--- src/rtl/digload_pkg.sv ---
package digload_pkg;
  localparam int unsigned DEF_DIGITS = 6;
  localparam int unsigned DEF_BCD_W  = 4;

  function automatic int unsigned idx_width(int unsigned n);
    return (n < 2) ? 1 : $clog2(n);
  endfunction
endpackage

--- src/rtl/strobe_edge.sv ---
module strobe_edge #(
  parameter int unsigned N = 6
) (
  input  logic         clk_i,
  input  logic         rst_ni,
  input  logic [N-1:0] strobe_i,
  output logic [N-1:0] rise_o,
  output logic [N-1:0] fall_o
);
  logic [N-1:0] strobe_q;

  always_ff @(posedge clk_i or negedge rst_ni) begin
    if (!rst_ni) strobe_q <= '0;
    else         strobe_q <= strobe_i;
  end

  assign rise_o = strobe_i & ~strobe_q;
  assign fall_o = strobe_q & ~strobe_i;
endmodule

--- src/rtl/onehot_idx.sv ---
module onehot_idx #(
  parameter int unsigned N = 6,
  parameter int unsigned W = 3
) (
  input  logic [N-1:0] oh_i,
  output logic [W-1:0] idx_o
);
  function automatic logic [N-1:0] bit_mask(int unsigned b);
    logic [N-1:0] m;
    m = '0;
    for (int k = 0; k < N; k++) m[k] = ((k >> b) & 1) == 1;
    return m;
  endfunction

  for (genvar b = 0; b < W; b++) begin : g_bit
    localparam logic [N-1:0] MASK = bit_mask(b);
    assign idx_o[b] = |(oh_i & MASK);
  end
endmodule

--- src/rtl/flag_inhibit_ctl.sv ---
module flag_inhibit_ctl (
  input  logic clk_i,
  input  logic rst_ni,
  input  logic load_ni,
  input  logic blank_i,
  input  logic any_rise_i,
  output logic inhibit_o
);
  logic load_q;
  logic rel_arm_q;

  always_ff @(posedge clk_i or negedge rst_ni) begin
    if (!rst_ni) begin
      load_q    <= 1'b1;
      rel_arm_q <= 1'b0;
      inhibit_o <= 1'b0;
    end else begin
      load_q <= load_ni;
      if (!load_ni) begin
        inhibit_o <= 1'b1;
        rel_arm_q <= 1'b0;
      end else begin
        // release arms only on a request drop inside the blanking gap
        if (!load_q && blank_i) rel_arm_q <= 1'b1;
        if (any_rise_i && rel_arm_q) begin
          inhibit_o <= 1'b0;
          rel_arm_q <= 1'b0;
        end
      end
    end
  end
endmodule

--- src/rtl/digit_load_seq.sv ---
module digit_load_seq
  import digload_pkg::*;
#(
  parameter int unsigned NUM_DIGITS = DEF_DIGITS,
  parameter int unsigned BCD_W      = DEF_BCD_W,
  localparam int unsigned IDX_W     = idx_width(NUM_DIGITS)
) (
  input  logic                  clk_i,
  input  logic                  rst_ni,
  input  logic [NUM_DIGITS-1:0] strobe_i,
  input  logic                  blank_i,
  input  logic                  load_ni,
  input  logic [BCD_W-1:0]      bcd_i,
  output logic                  wr_en_o,
  output logic [IDX_W-1:0]      wr_idx_o,
  output logic [BCD_W-1:0]      wr_data_o,
  output logic                  flag_inhibit_o
);
  logic [NUM_DIGITS-1:0] rise, fall;
  logic [IDX_W-1:0]      rise_idx;
  logic                  any_rise, cur_fall;
  logic                  active_q;
  logic [IDX_W-1:0]      idx_q;
  logic [BCD_W-1:0]      data_q;

  strobe_edge #(.N(NUM_DIGITS)) u_edge (
    .clk_i(clk_i), .rst_ni(rst_ni), .strobe_i(strobe_i),
    .rise_o(rise), .fall_o(fall)
  );

  onehot_idx #(.N(NUM_DIGITS), .W(IDX_W)) u_enc (
    .oh_i(rise), .idx_o(rise_idx)
  );

  flag_inhibit_ctl u_inh (
    .clk_i(clk_i), .rst_ni(rst_ni), .load_ni(load_ni), .blank_i(blank_i),
    .any_rise_i(any_rise), .inhibit_o(flag_inhibit_o)
  );

  assign any_rise = |rise;
  assign cur_fall = active_q & fall[idx_q];

  always_ff @(posedge clk_i or negedge rst_ni) begin
    if (!rst_ni) begin
      active_q  <= 1'b0;
      idx_q     <= '0;
      data_q    <= '0;
      wr_en_o   <= 1'b0;
      wr_idx_o  <= '0;
      wr_data_o <= '0;
    end else begin
      wr_en_o <= 1'b0;
      if (|strobe_i) data_q <= bcd_i;
      if (cur_fall) begin
        wr_en_o   <= 1'b1;
        wr_idx_o  <= idx_q;
        wr_data_o <= data_q;
        active_q  <= 1'b0;
      end
      // claim on strobe rise; overrides the clear on a direct handover
      if (any_rise && !load_ni) begin
        active_q <= 1'b1;
        idx_q    <= rise_idx;
      end
    end
  end
endmodule

--- config.mk ---
export PLATFORM = sky130hd
export DESIGN_NAME = digit_load_seq
export DESIGN_NICKNAME = d
export VERILOG_FILES = /design/src/rtl/digload_pkg.sv /design/src/rtl/strobe_edge.sv /design/src/rtl/onehot_idx.sv /design/src/rtl/flag_inhibit_ctl.sv /design/src/rtl/digit_load_seq.sv
export SDC_FILE = /design/constraint.sdc
export NUM_CORES = 1
export LEC_CHECK = 0
export BUFFER_PORTS_ARGS = -buffer_cell sky130_fd_sc_hd__buf_2
export CAP_MARGIN = 20
export CORE_AREA = 2 2 54 56
export CTS_BUF_LIST = sky130_fd_sc_hd__clkbuf_2
export DETAILED_ROUTE_END_ITERATION = 16
export DIE_AREA = 0 0 56 58
export PLACE_DENSITY = 0.74
export SYNTH_ARGS = -nofsm -noshare
export SYNTH_HDL_FRONTEND = slang
export SYNTH_HIERARCHICAL = 1
export SYNTH_SLANG_ARGS = --single-unit
--- constraint.sdc ---
create_clock -name clk_i -period 1.3 [get_ports clk_i]
set_input_delay 0.065 -clock clk_i [delete_from_list [all_inputs] [get_ports clk_i]]
set_output_delay 0.065 -clock clk_i [all_outputs]
set_load 0.02 [all_outputs]
# Yosys cells after proc, flatten, opt, wreduce, memory -nomap -nowiden
# Index checks and enable logic that the tools add are counted.
# totals
ff_bits	25
inputBits	14
out_inout_bits	9
# classes
n_lt_le_gt_ge	1
n_eq_ne	2
n_mux	10
bitwise	5
reduce_logical	11
# ops
op	n
$and A6 B6 Y6	2
$not A6 Y6	2
$reduce_or A6 Y1	2
$mux W1	9
$lt A3 B4 Y1 const B	1
$reduce_or A2 Y1	2
$bmux W1 S3	1
$logic_and A1 B1 Y1	3
$ne A3 B1 Y1 const B	1
$reduce_or A3 Y1	1
$logic_not A1 Y1	2
$ne A2 B1 Y1 const B	1
$reduce_bool A2 Y1	1
$and A1 B1 Y1	1

# Longest topological paths before layout
# Gate-level depths: netlist of run 1.
# depth
ltp_word	7
depth_mapped	5
depth_no_buf	5

# Cells and area by module
# The synthesis of run 1 kept the hierarchy.
# by_module_without_submodules
mod	instances	cells_per_inst	area_per_inst_um2	seq_area_each_um2
digit_load_seq	1	83	913.4	400.4
strobe_edge	1	18	255.2	150.1
flag_inhibit_ctl	1	8	116.4	76.3
onehot_idx	1	3	18.8	0.0

# Worst setup path after synthesis of run 1
# OpenSTA, ideal clock, no wires.
# synth_timing
path_kind	flip-flop to flip-flop
start	register u_edge.strobe_q[1]
end	register idx_q[0]
setup_time_ps	125
arrival_time_ps	1291
required_ps	1175
slack_ps	-115
stages_incl_launch_ff	5
n_path_buf	0
cell_sequence	dfrtp_1 > and2b_2 > nor4_1 > a21oi_1 > mux2_2
# synth_between
elab_chain_cells	4
# synth_rtl
element	line	text
from (decl)	strobe_edge.sv:10	logic [N-1:0] strobe_q;
from (signal assigned)	strobe_edge.sv:14	else strobe_q <= strobe_i;
$not A6 Y6 *	strobe_edge.sv:17	assign rise_o = strobe_i & ~strobe_q;
$and A6 B6 Y6 *	strobe_edge.sv:17	
named net rise[1]	digit_load_seq.sv:19	logic [NUM_DIGITS-1:0] rise, fall;
$reduce_or A6 Y1	digit_load_seq.sv:40	assign any_rise = |rise;
$logic_and A1 B1 Y1	digit_load_seq.sv:61	if (any_rise && !load_ni) begin
to (signal assigned)	digit_load_seq.sv:63	idx_q <= rise_idx;
to (decl)	digit_load_seq.sv:23	logic [IDX_W-1:0] idx_q;
# Mark *: on every way through the listed nets, which the timed path passes. The rest lies on a longest branch.
# A chain may end at the register's enable or synchronous reset.

# Worst setup path in the final report of run 1
# layout_timing
start	register u_edge.strobe_q[2]
end	register idx_q[2]
# layout_between
elab_chain_cells	4
# layout_rtl
element	line
$not A6 Y6	strobe_edge.sv:17
$and A6 B6 Y6	strobe_edge.sv:17
named net rise[2]	digit_load_seq.sv:19
$reduce_or A6 Y1	digit_load_seq.sv:40
$logic_and A1 B1 Y1	digit_load_seq.sv:61
# The timed path passes the listed nets, and every way through them passes these cells.

==> Flow_metrics.wiki, run 1 <==
{| class="wikitable"
! Metric !! Value
|-
| P_int || 1.42 mW
|-
| Sequential share of the synthesized area || 0.481
|-
| Fraction of layout cells with a size suffix above 1 || 0.468
|-
| TritonCTS clock tree || built
|-
| Storage cell area || 627 um2
|-
| Filler cell count in the final layout || between 200 and 250
|-
| Final worst path period share || 1.09
|-
| Worst hold stages || 3
|-
| Final Hold Violating Endpoints || 0
|-
| Placer's final routability congestion estimate || 0.785
|-
| Syn Nets || 126
|-
| Leakage power || roughly 0.77 nW
|-
| Half-perimeter wire length after placement || 2.03 mm
|-
| I/O Buffers || 22
|-
| Standard-cell rows || 19
|-
| Number of antenna violations at the first check in global routing || 0
|-
| DRC violations left || 0
|-
| Sequential cell fraction of total power || 0.461
|-
| CORE AREA || about 2700 um2
|-
| Global-route total usage across every layer || 0.189
|-
| Synth Instances || 112
|-
| Clock power share || 0.135
|-
| Area delta synth->final || 31.7%
|-
| Routed len/inst || 14.5 um
|-
| Effective utilization at floorplan || 0.490
|-
| Overall power || 2.20 mW
|-
| Final setup slack of the worst path || -0.120 ns
|-
| Skew final || 0.0128 ns
|-
| Violations in the final reports || negative setup slack
|-
| Maximum level of the CTS H-tree || 1
|-
| Multi-input combinational cell area || approximately 720 um2
|-
| IO Pins || 23
|-
| PwrDens || 1280 nW/um2
|-
| Wire length of the first global-routing pass || approximately 4.8 mm
|-
| Iter 0 DRT Violations || 22
|-
| Pre-CTS WS || -0.110 ns
|-
| Hold Path Class || primary input to register
|-
| Startpoint-to-endpoint class of the critical path || register to register
|-
| Share of total power consumed by net switching || 0.355
|-
| Startpoint of the most critical setup path || u_edge/strobe_q[2]$_DFF_PN0_
|-
| Synthesis-stage register bit count || 25
|-
| Worst-skew pair later-pin latency || around 0.33 ns
|-
| Slew Viols, Final || 0
|-
| Vias in the first global route || roughly 1100
|-
| Maximum Capacitance Violations || 0
|-
| Total via count after detailed routing || 1005
|-
| RSZ-0062 raised after global routing || true
|-
| Routed Wire Length || ~2.7 mm
|-
| Clock buffer depth || 2
|-
| Distinct cell type count after synthesis || 31
|-
| Maximum number of pins on one net before global-route repair || 26
|-
| Total CTS buffers || 3
|-
| Data arrival time at the worst-slack endpoint || 1.66 ns
|-
| TritonCTS sink count || 25
|-
| Sort of element at the start of the critical path || register
|-
| DP Cell Count || 170
|-
| Slew at the pin closest to its max-slew limit || 0.546 ns
|-
| Cell count of the worst reg-to-reg path || 4
|-
| Highest net fanout along the worst path || 4
|-
| Via-to-Cell Ratio || 5.37
|-
| Setup crit end kind || register
|-
| Iteration count of the initial detailed-routing pass || 4
|-
| Die Ht || ~58 um
|-
| Congestion Overflow GR || 0
|-
| Floorplan die width || 56 um
|-
| Antenna diode count || 0
|-
| Post-synthesis instance area || about 1300 um2
|-
| Finished Layout Cells || about 190
|-
| Critical path data required time || 1.54 ns
|-
| Clock input transition at the sequential cells of the worst setup and hold paths || ~0.20 ns
|-
| Worst slew margin relative to its limit || 0.636
|-
| Warnings, synthesis || 6
|-
| Run status || complete, but fails checks
|-
| Min Clock Period, post-route || between 1 and 1.5 ns
|-
| Fmax || 704 MHz
|-
| Worst hold start || blank_i
|-
| Portion of total power attributed to combinational logic || 0.404
|-
| VDD IR-drop max || 0.885 mV
|-
| Number of nets in the finished design || around 170
|-
| Overall die area || between 3000 and 4000 um2
|-
| Power dissipated by switching net loads || 782 uW
|-
| Avg Inst Size Synth || 11.6 um2
|-
| Cell chosen for the clock root || clkbuf_2
|-
| Launch instance of the worst register-to-register path || u_edge/strobe_q[2]$_DFF_PN0_
|-
| Final setup violation count || 14
|-
| Number of nets with antenna violations after detailed routing || 0
|}
==> routing by layer <==
| layer | global-route usage | routed length [um] | part of all wire | up-vias |
|---|---|---|---|---|
| li1 | - | - | - | 497 |
| met1 | 0.239 | 1170 | 0.43 | 482 |
| met2 | 0.324 | 1420 | 0.52 | 22 |
| met3 | 0.0201 | 78 | 0.029 | 4 |
| met4 | 0.0986 | 45 | 0.017 | 0 |
| met5 | 0 | 0 | 0 | - |
==> synth_stat cells <==
| cell | count | share of area |
|---|---|---|
| a21bo_2 | 1 | 0.0077 |
| a21oi_1 | 2 | 0.0077 |
| a32oi_1 | 5 | 0.034 |
| a41o_1 | 1 | 0.0077 |
| and2b_2 | 12 | 0.081 |
| and3b_1 | 2 | 0.013 |
| and4b_1 | 4 | 0.031 |
| buf_1 | 1 | 0.0029 |
| buf_4 | 1 | 0.0058 |
| clkbuf_1 | 2 | 0.0058 |
| dfrtp_1 | 24 | 0.46 |
| dfstp_2 | 1 | 0.020 |
| inv_1 | 1 | 0.0029 |
| mux2_2 | 9 | 0.078 |
| mux2_4 | 1 | 0.012 |
| mux2i_1 | 3 | 0.023 |
| nand2_1 | 3 | 0.0086 |
| nand3_1 | 5 | 0.019 |
| nand3b_1 | 2 | 0.012 |
| nor2_1 | 4 | 0.012 |
| nor2b_1 | 6 | 0.029 |
| nor3b_2 | 1 | 0.0096 |
| nor4_1 | 2 | 0.0096 |
| o211ai_1 | 4 | 0.023 |
| o21a_1 | 1 | 0.0058 |
| o21ai_0 | 7 | 0.027 |
| o2bb2ai_4 | 1 | 0.021 |
| or2_1 | 2 | 0.0096 |
| or2_2 | 1 | 0.0048 |
| or3_1 | 2 | 0.0096 |
| or3b_4 | 1 | 0.0086 |
==> per-stage QoR <==
| stage | hold WS [ns] | cell area [um2] | setup TNS [ns] | util |
|---|---|---|---|---|
| final | 0.111 | 1720 | -0.801 | 0.645 |
| after global placement | 0.0769 | 1520 | -0.309 | 0.571 |
| after global routing | 0.103 | 1720 | -1.81 | 0.645 |
| after CTS | 0.0962 | 1690 | -0.842 | 0.633 |
| after detailed placement | 0.0857 | 1520 | -0.522 | 0.571 |
| after floorplan | -0.231 | 1320 | -0.0930 | - |
==> power by group through the flow <==
stage	registers [mW]	clock network [mW]	logic, mW
6_report	1.02	0.297	0.891
5_1_grt	1.04	0.332	0.965
4_1_cts	1.02	0.309	0.853
3_5_place_dp	1.03	0	0.801
3_3_place_gp	1.02	0	0.784
2_1_floorplan	1.16	0	0.375
==> final timing paths <==
kind | to | slack [ns]
worst max register to register | idx_q[2]$_DFFE_PN0P_ | -0.12
worst max-delay path | idx_q[2]$_DFFE_PN0P_ | -0.12
max in group asynchronous | u_inh/load_q$_DFF_PN1_ | 0.71
worst min-delay path | u_inh/rel_arm_q$_DFFE_PN0P_ | 0.11
worst min register to register | wr_idx_o[1]$_DFFE_PN0P_ | 0.57
min in group asynchronous | wr_idx_o[2]$_DFFE_PN0P_ | 0.21
==> area by class of cell <==
class,count,area share
Multi-Input combinational cell,82,0.418
Tap cell,31,0.0226
Sequential cell,25,0.365
Inverter,1,0.00219
Clock buffer,4,0.0117
Timing Repair Buffer,44,0.180
==> critical path: stages, from the launching register on <==
cell	delay [ns]
dfrtp_1	0.38
and2b_2	0.24
nor4_4	0.31
a21oi_2	0.13
mux2_2	0.28
==> logic make-up (layout without fill, tap and decap cells) <==
group,Yosys count,in the layout,share of synthesized area
buffers and inverters,5,49,0.0173
AOI/OAI and AO/OA,22,22,0.133
DFF,25,25,0.481
muxes,13,13,0.112
and+or+nand+nor,47,47,0.256
==> sequential cells by signal, indices dropped and copies added (netlist names) <==
register and cells:
active_q 1, idx_q 3, wr_idx_o 3, u_inh/inhibit_o 1, wr_en_o 1, u_edge/strobe_q 6, u_inh/load_q 1, data_q 4
wr_data_o 4, u_inh/rel_arm_q 1
==> layout by cell type (no fill, tap or decap), types with 2 or more instances in the layout <==
cell type / netlist / routed
or2_1: 2 / 2
o211ai_1: 4 / 4
nand2_1: 3 / 3
and3b_1: 2 / 2
mux2_2: 9 / 8
nand3_1: 5 / 5
nand3b_1: 2 / 2
or3_1: 2 / 2
buf_4: 1 / 9
a32oi_1: 5 / 2
and2b_2: 12 / 12
and4b_1: 4 / 4
a32oi_2: 0 / 3
dfrtp_1: 24 / 24
a21oi_2: 0 / 2
o21ai_0: 7 / 7
buf_2: 0 / 22
clkbuf_2: 0 / 4
nor2b_1: 6 / 6
mux2_4: 1 / 2
nor2_1: 4 / 3
mux2i_2: 0 / 2
dlygate4sd3_1: 0 / 12
==> timing repair <==
| action | CTS | global route |
|---|---|---|
| pin swaps | 7 | 7 |
| hold buffers | 12 | 0 |
| endpoints found under the hold margin | 37 | 0 |
| gates resized for setup | 4 | 6 |
| buffers inserted | 0 | 1 |
| endpoints found under the setup margin | 13 | 14 |
Note: power is estimated with default switching activity, not from simulation.
==> inputs of run 2 (changes only) <==
Settings changed: CORE_AREA 2 2 54 56 to 2 2 50 52, DIE_AREA 0 0 56 58 to 0 0 52 54, PLACE_DENSITY 0.74 to 0.82.
Clock period 1.3 ns to 1.75 ns, I/O delays scaled along.
==> run 2 against run 1 <==
The flow now finishes without violations. Clock power down 25%. Routed wire length down 7.9%. Hold slack worse by 0.0013 ns. First-iteration DRC count down 59%. Worst setup slack better by 0.31 ns. Critical path depth up 2. Flip-flop and latch count unchanged. Design area down 8.4%. Total power down 31%. Core utilization up 3.3 points. Non-clock buffer count down 10. Largest power group unchanged. Sequential power down 23%. Largest cell class unchanged. Highest routed layer unchanged.
==> Flow_metrics.wiki, run 2 (synthesized netlist as in run 1, its figures left out) <==
{| class="wikitable"
! Metric !! Value
|-
| Number of nets in the finished design || 161
|-
| Final Hold Violating Endpoints || 0
|-
| Cell chosen for the clock root || clkbuf_2
|-
| Min Clock Period, post-route || 1.56 ns
|-
| Skew final || 0.00617 ns
|-
| Final setup violation count || 0
|-
| Largest Register || u_edge/strobe_q
|-
| Final Util || 0.678
|-
| Most common cell after layout, fill and taps aside || dfrtp_1
|-
| Commonest non-fill, non-tap cells in the layout || dfrtp_1 (24), buf_2 (22), dlygate4sd3_1 (12), and2b_2 (12), mux2_2 (9)
|-
| Total CTS buffers || 3
|-
| Filler cell count in the final layout || 169
|-
| TritonCTS sink count || 25
|-
| Placer's final routability congestion estimate || roughly 0.91
|-
| Combined buffer and inverter count along the critical path || 2
|-
| CORE AREA || between 2000 and 2500 um2
|-
| Fraction of layout cells with a size suffix above 1 || 0.370
|-
| Slew Viols, Final || 0
|-
| Final worst path period share || 0.892
|-
| Die Ht || around 54 um
|-
| Iter 0 DRT Violations || 9
|-
| Standard-cell rows || 18
|-
| Worst slew margin relative to its limit || 0.640
|-
| Maximum number of pins on one net before global-route repair || 26
|-
| PwrDens || just under 1000 nW/um2
|-
| Clock input transition at the sequential cells of the worst setup and hold paths || roughly 0.21 ns
|-
| Number of antenna violations at the first check in global routing || 0
|-
| Placed instance area || 1430 um2
|-
| Highest net fanout along the worst path || 4
|-
| Fmax || between 600 and 700 MHz
|-
| Area delta synth->final || 20.6%
|-
| Number of nets with antenna violations after detailed routing || 0
|-
| Overall die area || 2810 um2
|-
| Critical path data required time || 2.00 ns
|-
| Gates resized, CTS repair || 0
|-
| Total via count after detailed routing || slightly above 1000
|-
| Launch instance of the worst register-to-register path || u_edge/strobe_q[1]$_DFF_PN0_
|-
| Final setup TNS || 0 ns
|-
| Congestion Overflow GR || 0
|-
| Antenna diode count || 0
|-
| Setup crit end kind || register
|-
| TritonCTS clock tree || built
|-
| Largest delay contributor family on the critical path || buffers and inverters
|-
| Worst-skew pair later-pin latency || 0.34 ns
|-
| Hold Path Class || primary input to register
|-
| Startpoint of the most critical setup path || strobe_i[1]
|-
| Half-perimeter wire length after placement || 1.81 mm
|-
| DRC violations left || 0
|-
| Critical-path cell list || dlygate4sd3_1, buf_2, and2b_2, nor4_1, a21oi_1, mux2_2
|-
| Largest register FFs || 6
|-
| Wire length of the first global-routing pass || 4.14 mm
|-
| I/O Buffers || 22
|-
| Data arrival time at the worst-slack endpoint || 1.82 ns
|-
| Crit-path slowest cell || dlygate4sd3_1
|-
| IO Pins || 23
|-
| Effective utilization at floorplan || 0.562
|-
| Maximum level of the CTS H-tree || 1
|-
| Vias in the first global route || 953
|-
| Startpoint-to-endpoint class of the critical path || primary input to register
|-
| Maximum Capacitance Violations || 0
|-
| Iteration count of the initial detailed-routing pass || 4
|-
| RSZ-0062 raised after global routing || false
|-
| Crit. path cell count || 6
|-
| Sort of element at the start of the critical path || primary input
|-
| Run status || finished, final reports clean
|-
| Clock buffer depth || 2
|-
| Largest registers || u_edge/strobe_q: 6 flops, data_q: 4 flops, wr_data_o: 4 flops
|-
| Floorplan die width || ~52 um
|-
| Global-route total usage across every layer || 0.203
|-
| Via-to-Cell Ratio || 5.74
|-
| Routed Wire Length || 2.50 mm
|-
| Leakage power || roughly 0.70 nW
|-
| VDD IR-drop max || 0.621 mV
|-
| Crit-path max cell delay || approximately 0.53 ns
|-
| Final instance area || 1570 um2
|-
| Worst hold stages || 3
|-
| Worst hold start || blank_i
|-
| Slew at the pin closest to its max-slew limit || ~0.54 ns
|-
| Cell count of the worst reg-to-reg path || 4
|-
| Routed len/inst || 14.2 um
|}
[run 2: stage by stage]
stage	hold slack, ns	power [mW]	worst slack [ns]	cells
floorplan	-0.208	1.14	0.335	112
global placement	0.0968	1.28	0.282	160
detailed placement	0.107	1.30	0.243	160
CTS	0.106	1.54	0.213	176
global route	0.0982	1.63	0.0911	176
finish	0.110	1.52	0.189	176
[run 2: layout make-up]
| class | count | area [um2] | area share |
|---|---|---|---|
| Multi-Input combinational cell | 82 | 654 | 0.416 |
| Sequential cell | 25 | 627 | 0.399 |
| Timing Repair Buffer | 34 | 230 | 0.146 |
| Clock buffer | 4 | 20.0 | 0.0127 |
| Inverter | 1 | 3.75 | 0.00239 |
| Tap cell | 30 | 37.5 | 0.0239 |
[run 2: worst min-delay path, delay by kind of cell]
family	cells	cell delay (ns)
AND/OR/NAND/NOR	1	0.14
buffers and inverters	1	0.08
AO/OA/AOI/OAI	1	0.12
[run 2: per-layer routing]
metal  wire length [um]  global-route usage
met5                  0                   0
met4                 31              0.0789
met3                 93              0.0333
met2               1280               0.354
met1               1100               0.250
[run 2: final timing paths]
check	to	slack, ns
setup / recovery	idx_q[2]$_DFFE_PN0P_	0.19
hold / removal	u_inh/rel_arm_q$_DFFE_PN0P_	0.11
setup reg to reg	idx_q[2]$_DFFE_PN0P_	0.20
hold reg to reg	wr_idx_o[1]$_DFFE_PN0P_	0.53
max in group asynchronous	u_inh/load_q$_DFF_PN1_	1.16
min in group asynchronous	wr_idx_o[2]$_DFFE_PN0P_	0.22
[run 2: where the power goes]
| part | switching (mW) | internal [mW] |
|---|---|---|
| Combinational | 0.284 | 0.234 |
| Sequential | 0.0919 | 0.690 |
| Clock | 0.164 | 0.0604 |
[run 2: what timing repair did]
action | in CTS | in global routing
setup endpoints to repair | 0 | 0
endpoints found under the hold margin | 37 | 0
setup buffers | 0 | 0
hold buffers | 12 | 0
==> inputs of run 3 (changes only) <==
Settings changed: CAP_MARGIN 20 to unset, CORE_AREA 2 2 50 52 to 2 2 51 53, DIE_AREA 0 0 52 54 to 0 0 53 55, PLACE_DENSITY 0.82 to 0.79.
Clock period 1.75 ns to 1.6 ns, I/O delays scaled along.
==> run 3 against run 2 <==
Count of clock-buffer cells in the layout unchanged. Clock skew up 0.0070 ns. Die area rose by 3.8%. Flip-flop and latch count unchanged. Largest cell class unchanged. Clock power up 12%. Non-clock buffer count up 3. Hold slack worse by 0.0051 ns. Combinational power rose by 20%. Global-route usage is 1.6 points higher.
==> Flow_metrics.wiki, run 3 (synthesized netlist as in run 1, its figures left out) <==
{| class="wikitable"
! Metric !! Value
|-
| Overall die area || between 2000 and 3000 um2
|-
| Worst hold start || blank_i
|-
| Crit-path slowest cell || dlygate4sd3_1
|-
| Total CTS buffers || 3
|-
| Final setup TNS || 0 ns
|-
| Highest net fanout along the worst path || 4
|-
| Wire length of the first global-routing pass || 4.62 mm
|-
| Highest routed metal layer || met4
|-
| Fmax || between 600 and 700 MHz
|-
| Vias in the first global route || 1063
|-
| PwrDens || 1060 nW/um2
|-
| Smallest hold slack || 0.105 ns
|-
| Hold Path Class || primary input to register
|-
| Iter 0 DRT Violations || 7
|-
| Slew at the pin closest to its max-slew limit || 0.535 ns
|-
| RSZ-0062 raised after global routing || false
|-
| Slew Viols, Final || 0
|-
| Filler cell count in the final layout || 193
|-
| Number of antenna violations at the first check in global routing || 0
|-
| Overall power || around 1.7 mW
|-
| Sort of element at the start of the critical path || primary input
|-
| Global-route total usage across every layer || 0.219
|-
| Antenna diode count || 0
|-
| Congestion Overflow GR || 0
|-
| Critical path data required time || 1.85 ns
|-
| Half-perimeter wire length after placement || 1.94 mm
|-
| Worst-skew pair later-pin latency || 0.35 ns
|-
| Cell chosen for the clock root || clkbuf_2
|-
| Final setup slack of the worst path || 0.117 ns
|-
| Effective utilization at floorplan || 0.551
|-
| Area delta synth->final || 22.8%
|-
| Largest delay contributor family on the critical path || buffers and inverters
|-
| Iteration count of the initial detailed-routing pass || 4
|-
| TritonCTS sink count || 25
|-
| DRC violations left || 0
|-
| Placer's final routability congestion estimate || 0.760
|-
| Total via count after detailed routing || 993
|-
| Storage cell area || 627 um2
|-
| Crit-path max cell delay || 0.53 ns
|-
| Launch instance of the worst register-to-register path || u_edge/strobe_q[1]$_DFF_PN0_
|-
| Routed length on met1 || 1.13 mm
|-
| Die Ht || 55 um
|-
| Multi-input combinational cell area || 661 um2
|-
| Final worst path period share || 0.927
|-
| Clock input transition at the sequential cells of the worst setup and hold paths || 0.21 ns
|-
| Maximum Capacitance Violations || 0
|-
| Data arrival time at the worst-slack endpoint || 1.74 ns
|-
| Pre-CTS WS || 0.0581 ns
|-
| Run status || finished, final reports clean
|-
| Largest Register || u_edge/strobe_q
|-
| Skew final || around 0.013 ns
|-
| Floorplan die width || 53 um
|-
| Final setup violation count || 0
|-
| Leakage power || 0.718 nW
|-
| Maximum level of the CTS H-tree || 1
|-
| Largest registers || u_edge/strobe_q: 6 flops, data_q: 4 flops, wr_data_o: 4 flops
|-
| Final Hold Violating Endpoints || 0
|-
| Most common cell after layout, fill and taps aside || dfrtp_1
|-
| Clock buffer depth || 2
|-
| Post-CTS setup buffer count || 0
|-
| Routed Wire Length || around 2.6 mm
|-
| Fraction of layout cells with a size suffix above 1 || 0.389
|-
| Number of nets in the finished design || 164
|-
| I/O Buffers || 22
|-
| IO Pins || 23
|-
| CORE AREA || roughly 2400 um2
|-
| Via-to-Cell Ratio || 5.55
|-
| Startpoint of the most critical setup path || strobe_i[1]
|-
| Largest register FFs || 6
|-
| Worst slew margin relative to its limit || 0.643
|-
| Number of nets with antenna violations after detailed routing || 0
|-
| Maximum number of pins on one net before global-route repair || 26
|-
| Min Clock Period, post-route || 1.48 ns
|-
| Commonest non-fill, non-tap cells in the layout || dfrtp_1 (24), buf_2 (22), dlygate4sd3_1 (12), and2b_2 (12), mux2_2 (9)
|-
| Standard-cell rows || 18
|-
| Met3 wirelength from detailed routing || about 94 um
|-
| VDD IR-drop max || 0.630 mV
|-
| Critical-path cell list || dlygate4sd3_1, buf_2, and2b_2, nor4_2, a21oi_1, mux2_2
|-
| Routed len/inst || 14.7 um
|-
| TritonCTS clock tree || built
|-
| Met2 WL || 1.38 mm
|-
| Setup crit end kind || register
|-
| Startpoint-to-endpoint class of the critical path || primary input to register
|-
| Combined buffer and inverter count along the critical path || 2
|}
-- run 3: changes by cell type in the layout (fill, tap and decap cells not counted) --
cell    before  now
buf_4        0    3
nor4_1       2    1
nor4_2       0    1
-- run 3: layer usage --
metal / up-vias / global-route usage
met3: 4 / 0.0349
met4: 0 / 0.0812
met5: - / 0
met2: 23 / 0.406
li1: 486 / -
met1: 480 / 0.255
-- run 3: final timing paths --
kind                                                     to  cells after the start  slack, ns
worst max-delay path                   idx_q[0]$_DFFE_PN0P_                      6       0.12
worst min register to register      wr_idx_o[1]$_DFFE_PN0P_                      2       0.55
worst min-delay path            u_inh/rel_arm_q$_DFFE_PN0P_                      3       0.11
max in group asynchronous            u_inh/load_q$_DFF_PN1_                      2       1.02
worst max register to register         idx_q[0]$_DFFE_PN0P_                      4       0.13
min in group asynchronous                 wr_en_o$_DFF_PN0_                      2       0.21
-- run 3: tightest hold or removal path, cell delays in order --
cell,delay [ns]
buf_2,0.08
nor3b_2,0.15
o21a_1,0.12
-- run 3: per-stage QoR --
step	instance area, um2	util	std cells
final	1600	0.677	179
after global routing	1600	0.677	179
after CTS	1600	0.675	179
after detailed placement	1460	0.615	163
after global placement	1460	0.615	163
after floorplan	1300	-	112
-- run 3: area by class of cell --
type	instances	share of cell area
clock buffer	4	0.0125
inverter	1	0.00234
multi-input combinational	82	0.412
sequential	25	0.391
tap	30	0.0234
timing repair buffer	37	0.158
-- run 3: power breakdown --
part	switching (mW)	leakage (nW)	internal [mW]
clock	0.184	0.0166	0.0660
combinational	0.347	0.406	0.275
sequential	0.0787	0.295	0.755
total	0.610	0.718	1.10
-- run 3: repair_timing --
action	CTS	global route
resized for setup	0	1
hold buffers	12	0
hold endpoints to repair	37	0
endpoints found under the setup margin	0	4
